## src/rtl/dsl_pkg.sv

```systemverilog
package dsl_pkg;

    localparam int FLOPPY_BITS = 16;
    localparam int HD_BITS     = 8;
    localparam int TABLE_DEPTH = FLOPPY_BITS + HD_BITS;
    localparam int IDX_W       = $clog2(TABLE_DEPTH);
    localparam int PHASE_W     = $clog2(FLOPPY_BITS);
    localparam int HD_SEL_W    = $clog2(HD_BITS);
    localparam int HD_BASE     = FLOPPY_BITS;
    localparam int PAD_DEPTH   = 1 << IDX_W;

    // hard-disk bank positions of the handshake pair
    localparam int HS_LO_BIT   = 2;
    localparam int HS_HI_BIT   = 3;
    localparam int HS_LO_IDX   = HD_BASE + HS_LO_BIT;
    localparam int HS_HI_IDX   = HD_BASE + HS_HI_BIT;

    localparam logic [HD_BITS-1:0] HD_PRESET = 8'b1100_0000;

    typedef logic [TABLE_DEPTH-1:0] status_tbl_t;
    typedef logic [IDX_W-1:0]       tbl_idx_t;

    typedef struct packed {
        logic               hd_mode;
        logic [PHASE_W-1:0] phase;
    } look_addr_t;

    typedef struct packed {
        logic     en;
        tbl_idx_t idx;
        logic     val;
    } bit_wr_t;

    typedef enum logic [1:0] {
        HS_IDLE    = 2'd0,
        HS_LOWER   = 2'd1,
        HS_RAISE   = 2'd2
    } hs_cmd_t;

    function automatic status_tbl_t preset_table();
        status_tbl_t t;
        t = '0;
        t[FLOPPY_BITS-1:0] = '1;
        t[HD_BASE +: HD_BITS] = HD_PRESET;
        return t;
    endfunction

    function automatic tbl_idx_t table_index(look_addr_t a);
        tbl_idx_t r;
        if (a.hd_mode)
            r = tbl_idx_t'(HD_BASE) + tbl_idx_t'(a.phase[HD_SEL_W-1:0]);
        else
            r = tbl_idx_t'(a.phase);
        return r;
    endfunction

    function automatic hs_cmd_t hs_decode(logic lower, logic raise);
        hs_cmd_t c;
        if (lower)      c = HS_LOWER;
        else if (raise) c = HS_RAISE;
        else            c = HS_IDLE;
        return c;
    endfunction

endpackage

```

## src/rtl/dsl_sync.sv

```systemverilog
module dsl_sync #(
    parameter int   WIDTH   = 1,
    parameter int   STAGES  = 2,
    parameter logic RST_VAL = 1'b0
) (
    input  logic             clk,
    input  logic             rst,
    input  logic [WIDTH-1:0] d_i,
    output logic [WIDTH-1:0] q_o
);

    logic [WIDTH-1:0] stage_q [STAGES];

    for (genvar s = 0; s < STAGES; s++) begin : g_stage
        if (s == 0) begin : g_first
            always_ff @(posedge clk) begin
                if (rst) stage_q[s] <= {WIDTH{RST_VAL}};
                else     stage_q[s] <= d_i;
            end
        end else begin : g_next
            always_ff @(posedge clk) begin
                if (rst) stage_q[s] <= {WIDTH{RST_VAL}};
                else     stage_q[s] <= stage_q[s-1];
            end
        end
    end

    assign q_o = stage_q[STAGES-1];

endmodule

```

## src/rtl/dsl_status_table.sv

```systemverilog
module dsl_status_table
    import dsl_pkg::*;
(
    input  logic        clk,
    input  logic        rst,
    input  bit_wr_t     wr_i,
    input  hs_cmd_t     hs_i,
    output status_tbl_t tbl_q_o,
    output status_tbl_t tbl_nxt_o
);

    status_tbl_t tbl_q;

    for (genvar i = 0; i < TABLE_DEPTH; i++) begin : g_entry
        localparam bit IS_HS = (i == HS_LO_IDX) || (i == HS_HI_IDX);
        logic wr_hit;
        logic nxt;

        assign wr_hit = wr_i.en && (wr_i.idx == tbl_idx_t'(i));

        always_comb begin
            nxt = tbl_q[i];
            if (wr_hit)
                nxt = wr_i.val;
            if (IS_HS) begin
                if (hs_i == HS_LOWER)      nxt = 1'b0;
                else if (hs_i == HS_RAISE) nxt = 1'b1;
            end
        end

        assign tbl_nxt_o[i] = nxt;
    end

    always_ff @(posedge clk) begin
        if (rst) tbl_q <= preset_table();
        else     tbl_q <= tbl_nxt_o;
    end

    assign tbl_q_o = tbl_q;

endmodule

```

## src/rtl/dsl_bit_select.sv

```systemverilog
module dsl_bit_select
    import dsl_pkg::*;
(
    input  logic        clk,
    input  logic        rst,
    input  status_tbl_t tbl_nxt_i,
    input  look_addr_t  addr_i,
    output tbl_idx_t    look_idx_o,
    output logic        bit_q_o
);

    logic [PAD_DEPTH-1:0] padded;
    logic                 bit_q;

    assign look_idx_o = table_index(addr_i);
    assign padded     = {{(PAD_DEPTH-TABLE_DEPTH){1'b0}}, tbl_nxt_i};

    always_ff @(posedge clk) begin
        if (rst) bit_q <= 1'b0;
        else     bit_q <= padded[look_idx_o];
    end

    assign bit_q_o = bit_q;

endmodule

```

## src/rtl/drive_status_latch.sv

```systemverilog
module drive_status_latch
    import dsl_pkg::*;
#(
    parameter int SYNC_STAGES = 2
) (
    input  logic               clk,
    input  logic               rst,
    input  logic [PHASE_W-1:0] phase_i,
    input  logic               hd_mode_i,
    input  logic               enable_n_i,
    input  logic               wr_en_i,
    input  logic [IDX_W-1:0]   wr_idx_i,
    input  logic               wr_val_i,
    input  logic               hs_assert_i,
    input  logic               hs_release_i,
    output logic               rd_data_o,
    output logic               rd_oe_o
);

    logic [PHASE_W-1:0] phase_s;
    logic               enable_n_s;
    look_addr_t         look_addr;
    tbl_idx_t           look_idx;
    bit_wr_t            wr;
    hs_cmd_t            hs_cmd;
    status_tbl_t        tbl_q;
    status_tbl_t        tbl_nxt;
    logic               rd_bit_q;

    dsl_sync #(.WIDTH(PHASE_W), .STAGES(SYNC_STAGES), .RST_VAL(1'b0)) u_phase_sync (
        .clk (clk),
        .rst (rst),
        .d_i (phase_i),
        .q_o (phase_s)
    );

    dsl_sync #(.WIDTH(1), .STAGES(SYNC_STAGES), .RST_VAL(1'b1)) u_enable_sync (
        .clk (clk),
        .rst (rst),
        .d_i (enable_n_i),
        .q_o (enable_n_s)
    );

    assign wr.en      = wr_en_i;
    assign wr.idx     = wr_idx_i;
    assign wr.val     = wr_val_i;
    assign hs_cmd     = hs_decode(hs_assert_i, hs_release_i);

    dsl_status_table u_table (
        .clk       (clk),
        .rst       (rst),
        .wr_i      (wr),
        .hs_i      (hs_cmd),
        .tbl_q_o   (tbl_q),
        .tbl_nxt_o (tbl_nxt)
    );

    assign look_addr.hd_mode = hd_mode_i;
    assign look_addr.phase   = phase_s;

    dsl_bit_select u_select (
        .clk        (clk),
        .rst        (rst),
        .tbl_nxt_i  (tbl_nxt),
        .addr_i     (look_addr),
        .look_idx_o (look_idx),
        .bit_q_o    (rd_bit_q)
    );

    assign rd_oe_o   = ~enable_n_s;
    assign rd_data_o = rd_oe_o & rd_bit_q;

    logic unused_tbl;
    assign unused_tbl = ^tbl_q;

endmodule

```

## config.mk

```make
export PLATFORM = sky130hd
export DESIGN_NAME = drive_status_latch
export DESIGN_NICKNAME = d
export VERILOG_FILES = /design/src/rtl/dsl_pkg.sv /design/src/rtl/dsl_sync.sv /design/src/rtl/dsl_status_table.sv /design/src/rtl/dsl_bit_select.sv /design/src/rtl/drive_status_latch.sv
export SDC_FILE = /design/constraint.sdc
export NUM_CORES = 1
export LEC_CHECK = 0
export CAP_MARGIN = 20
export CORE_MARGIN = 2
export CORE_UTILIZATION = 56
export CTS_CLUSTER_SIZE = 24
export DETAILED_ROUTE_END_ITERATION = 10
export PLACE_DENSITY = 0.82
export RECOVER_POWER = 100
export SYNTH_ARGS = -nofsm -noshare
export SYNTH_HDL_FRONTEND = slang
export SYNTH_SLANG_ARGS = --single-unit
```

## constraint.sdc

```tcl
create_clock -name clk -period 2.5 [get_ports clk]
set_input_delay 0.5 -clock clk [delete_from_list [all_inputs] [get_ports clk]]
set_output_delay 0.5 -clock clk [all_outputs]
set_load 0.03 [all_outputs]
```

# Yosys cells after proc, flatten, opt, wreduce, memory -nomap -nowiden
# Memories as Yosys holds them, arrays and structs flattened.
# Cells that the tools add are included.
# op_classes
n_addsub	1
n_lt_le_gt_ge	1
eq_ne	25
n_mux	40
bitwise	6
reduce_logical	25
# ops
operator	n
== test 5 x 4 -> 1 bit, second input constant	8
== test 5 bit, second input constant	8
two-way mux 1 bit	34
logical AND 1 bit	24
== test 5 x 3 -> 1 bit, second input constant	4
== test 5 x 2 -> 1 bit, second input constant	2
two-way mux 4 bit	2
less-than comparator 5 x 6 -> 1 bit, second input constant	1
adder 5 x 3 -> 5 bit, first input constant	1
binary-select mux 1 bit (select 5 bit)	1
== test 5 x 1 -> 1 bit, second input constant	1
zero test 5 bit	1
two-way mux 5 bit	1
two-way mux 2 bit	2
bitwise OR 1 bit	4
== test 2 x 1 -> 1 bit, second input constant	1
== test 2 bit, second input constant	1
AND 1 bit	1
NOT 1 bit	1
# totals
reg_bits	25
mem_bits_rw	10
inputBits	17
wordCells	102
memories	2
# mem_list
memory	depth	word_bits	read_ports	rd_clocked_by_memory_dff	write_ports	line	rtl
u_phase_sync.stage_q	2	4	2	0	2	dsl_sync.sv:12	logic [WIDTH-1:0] stage_q [STAGES];
u_enable_sync.stage_q	2	1	2	0	2	dsl_sync.sv:12	

# Logic depth before layout (Yosys ltp)
# logic_depth
word_depth	7
mapped_depth	8
mapped_depth_nobuf	6

# Modules after synthesis
# Synthesis repeated with hierarchy kept, for this count alone.
# hier_totals
cells_unflattened	226
hier_area_um2	2159.6
# by_module_without_submodules
mod	instances	cells_per_inst	area_per_inst_um2
dsl_status_table	1	173	1567.8
dsl_bit_select	1	30	305.3
dsl_sync (u_phase_sync)	1	16	210.2
dsl_sync (u_enable_sync)	1	4	52.6
drive_status_latch	1	3	23.8

# Least setup slack after synthesis
# Ideal clock, no wire load.
# synth_timing
path_type	input port to flip-flop
from	in wr_idx_i[3]
to	reg u_select.bit_q (netlist: u_select.bit_q_o)
setup_time_ps	127
t_arrival_ps	2068
required_time_ps	2373
path_slack_ps	305
path_stages	8
n_path_buf	2
path_cell_list	buf_2 -> or4b_1 -> buf_2 -> nor4_4 -> nor3_1 -> a2111o_1 -> nand4_1 -> o211ai_1
# synth_via
elab_chain_len	7
word_cells_on_any_way	78
classes_between	23 x eq/ne; 30 x mux; 25 x reduce/logical
# synth_lines
item	line	rtl
from (decl)	drive_status_latch.sv:12	input logic [IDX_W-1:0] wr_idx_i,
== test 5 bit	dsl_status_table.sv:19	assign wr_hit = wr_i.en && (wr_i.idx == tbl_idx_t'(i));
logical AND 1 bit	dsl_status_table.sv:19	
two-way mux 1 bit	dsl_status_table.sv:23	if (wr_hit)
two-way mux 1 bit	dsl_status_table.sv:27	else if (hs_i == HS_RAISE) nxt = 1'b1;
two-way mux 1 bit	dsl_status_table.sv:26	if (hs_i == HS_LOWER) nxt = 1'b0;
binary-select mux 1 bit (select 5 bit) (*)	dsl_bit_select.sv:20	else bit_q <= padded[look_idx_o];
two-way mux 1 bit (implied by the code) (*)	dsl_bit_select.sv:20	
to (signal assigned)	dsl_bit_select.sv:20	
to (decl)	dsl_bit_select.sv:13	logic bit_q;
# Every way passes the cells marked *; elsewhere a longest branch is shown, timed or not. The select of a mux whose other input is x is not followed.
# A chain may end at the register's enable or synchronous reset.

# Worst setup path in the final report
# layout_timing
from	in wr_idx_i[4]
to	reg u_select.bit_q (netlist: u_select.bit_q_o)
# Same word-level chain as after synthesis.

==> flow_summary.ini <==
[floorplanning]
core.rowCount = 21
ios = 19
die_x_um = 62.8
dieHeight_um = 62.8
initial_core_util_pct = 58.1
core_mm2 = 0.00334
die_area_mm2 = 0.00395

[synth]
yosysWarnings = 0
synth-seq-cells = 35
syn-cell-area_mm2 = 0.00194
synth_edf_count = 0
syn_nets = 244
ys.flop_type = dfxtp_1
yosysSeqAreaShare_pct = 36.2
avgSynthCellArea_um2 = 8.54
async_flop_share_pct = 0
syn_inst = 227
synth_cell_type_count = 48

[power_and_ir_drop]
vdd_drop_max_uv = 347
swShare_pct = 28.9
power_frac_seq_pct = 53.3
internal_power_uw = 777
share_clk_of_total_power_pct = 29.9
p_switching_uw = 316
p_comb_share_pct = 16.8
power_density_mw_per_mm2 = 452
power.leakage_nw = 0.850

[drt]
wire_per_inst_um = 15.3
dr_total_vias = 1873
drtPass1Iterations = 5
wl_um = 4840
drtIter0Drc = 161
drcViolationCount = 0
viasPerCell = 5.95
ant_nets = 0

[sta]
max-slew-margin-rel_pct = 43.4
min_period_ns = 2.32
fin_crit_sh_pct = 92.8
rsz0062_at_grt = false
slew_violations = 0
hold-worst-slack_ns = 0.429
final-setup-viol-count = 0
hold_viol = 0
finalClockSkew_ns = 0.0171
tightest_slew_ns = 0.849
fmax_mhz = 431

[final_layout]
fillers = 261
diodes = 0
nNetsFinal = 285
syn_to_final_growth_pct = 24.9
final_util_pct = 72.6
drive_gt1_share_pct = 18.2

[placed_design]
io_buffers = 18
routabilityCongestion = 0.899
dp_hpwl_um = 3490

[worst_setup_path]
arrival_ns = 2.58
crit_type = in -> reg
critPathMaxFanout = 8
end_kind = flop
cp-start-kind = input pin
crit_required_ns = 2.76

[clock_network]
cts_setup_buffers = 0
cts_tree = done
postCtsHoldBufs = 0
cts_resized = 0
htreeDepth = 2
clk_path_buf_depth = 2
clkSlewWorstSetupHoldPaths_ns = 0.13
root_buffer = clkbuf_4
cts_made_buffers = 5
clk_latency_ns = 0.36
numClockSinks = 35

[global_route]
grt_pass1_vias = 1722
grt_max_degree = 32
grt_overflow = 0
antenna_found_initial = 0
grt_usage_pct = 25.8
grt_pass1_wl_um = 8040

[run]
cap_violations = 0

[run_status]
status = finished, final reports clean

[worst_hold_path]
min_path_type = reg -> reg
## worst max-delay path, stage by stage
cell             delay, ns
clkdlybuf4s50_1       0.52
or4b_1                0.65
nor4_4                0.24
nor3_1                0.08
a2111o_1              0.40
nand4_1               0.09
o211ai_1              0.09
## power by group through the flow
stage | sequential [mW] | clock [mW] | combinational (mW)
floorplan | 0.589 | 0 | 0.102
global placement | 0.595 | 0 | 0.182
detailed placement | 0.595 | 0 | 0.185
CTS | 0.583 | 0.334 | 0.186
global route | 0.585 | 0.357 | 0.199
finish | 0.583 | 0.327 | 0.184
## placed cells by master, fill, tap and decap left out, types with 5 or more instances in the layout
cell type        Yosys  final
dfxtp_1             35     35
buf_4                0     30
nor2b_1             21     21
o21ai_0             17     17
nor2_1              15     15
clkdlybuf4s50_1      0     14
nand3b_1            10     10
nor3_1               9      9
nand2_1              9      9
a21oi_1              9      9
clkbuf_4             0      8
a211o_1              7      7
mux2i_1              6      6
nand3_1              6      6
nand4_1              5      5
clkbuf_1            12      5
## path summary, 6_finish.rpt
check,startpoint,to,slack (ns),cells past startpoint
max,wr_idx_i[4],u_select.bit_q_o$_SDFF_PP0_,0.18,7
min,u_enable_sync.stage_q[0]$_DFF_P_,u_enable_sync.stage_q[1]$_DFF_P_,0.43,1
max reg2reg,u_phase_sync.stage_q[1][2]$_SDFF_PP0_,u_select.bit_q_o$_SDFF_PP0_,0.58,5
min reg2reg,u_enable_sync.stage_q[0]$_DFF_P_,u_enable_sync.stage_q[1]$_DFF_P_,0.43,1
## routing by layer
layer	part of all wire, %	wire, um	GRT usage (%)	vias to the layer above
met5	0	0	0	-
li1	-	-	-	918
met3	6.3	303	6.31	11
met2	48	2300	42.5	75
met4	2.0	96	11.4	0
met1	44	2130	32.1	869
## flip-flops by register name, summed over array words and instances, names as in the netlist
signal,flops
u_enable_sync.stage_q,2
u_phase_sync.stage_q,8
u_select.bit_q_o,1
u_table.tbl_q_o,24
## synthesized netlist by cell type, types with 5 or more instances
library cell	count	share of area, %
nor2b_1	21	6.8
a211o_1	7	3.2
mux2i_1	6	3.1
nand3b_1	10	3.9
nor2_1	15	2.9
buf_2	8	2.1
o21ai_0	17	4.4
dfxtp_1	35	36
nand2_1	9	1.7
clkbuf_1	12	2.3
a21oi_1	9	2.3
nand4_1	5	1.6
nor3_1	9	2.3
nand3_1	6	1.5
## per-stage QoR
step           power (mW)  setup WS [ns]  cell area [um^2]  setup TNS (ns)  cells
5_1_grt              1.14         0.0690              2420               0    315
3_5_place_dp        0.780         -0.179              2380          -0.179    307
4_1_cts              1.10          0.211              2440               0    315
3_3_place_gp        0.777         -0.134              2380          -0.134    307
2_1_floorplan       0.691          0.305              1940               0    227
6_report             1.09          0.179              2420               0    315
## cell families after synthesis
family,Yosys count,synth area share (%)
buffers and inverters,26,5.94
AND/OR/NAND/NOR,94,29.6
flip-flops,35,36.2
XOR/XNOR,3,1.74
AO/OA/AOI/OAI,60,21.7
multiplexers,9,4.84
## cell type report
type / count / area [um^2] / share of cell area (%)
multi-input combinational: 166 / 1120 / 46.4
sequential: 35 / 701 / 28.9
timing repair buffer: 57 / 467 / 19.3
tap: 46 / 57.6 / 2.38
clock buffer: 5 / 37.5 / 1.55
clock inverter: 3 / 25.0 / 1.03
inverter: 3 / 11.3 / 0.465
Note: power is estimated with default switching activity, not from simulation.
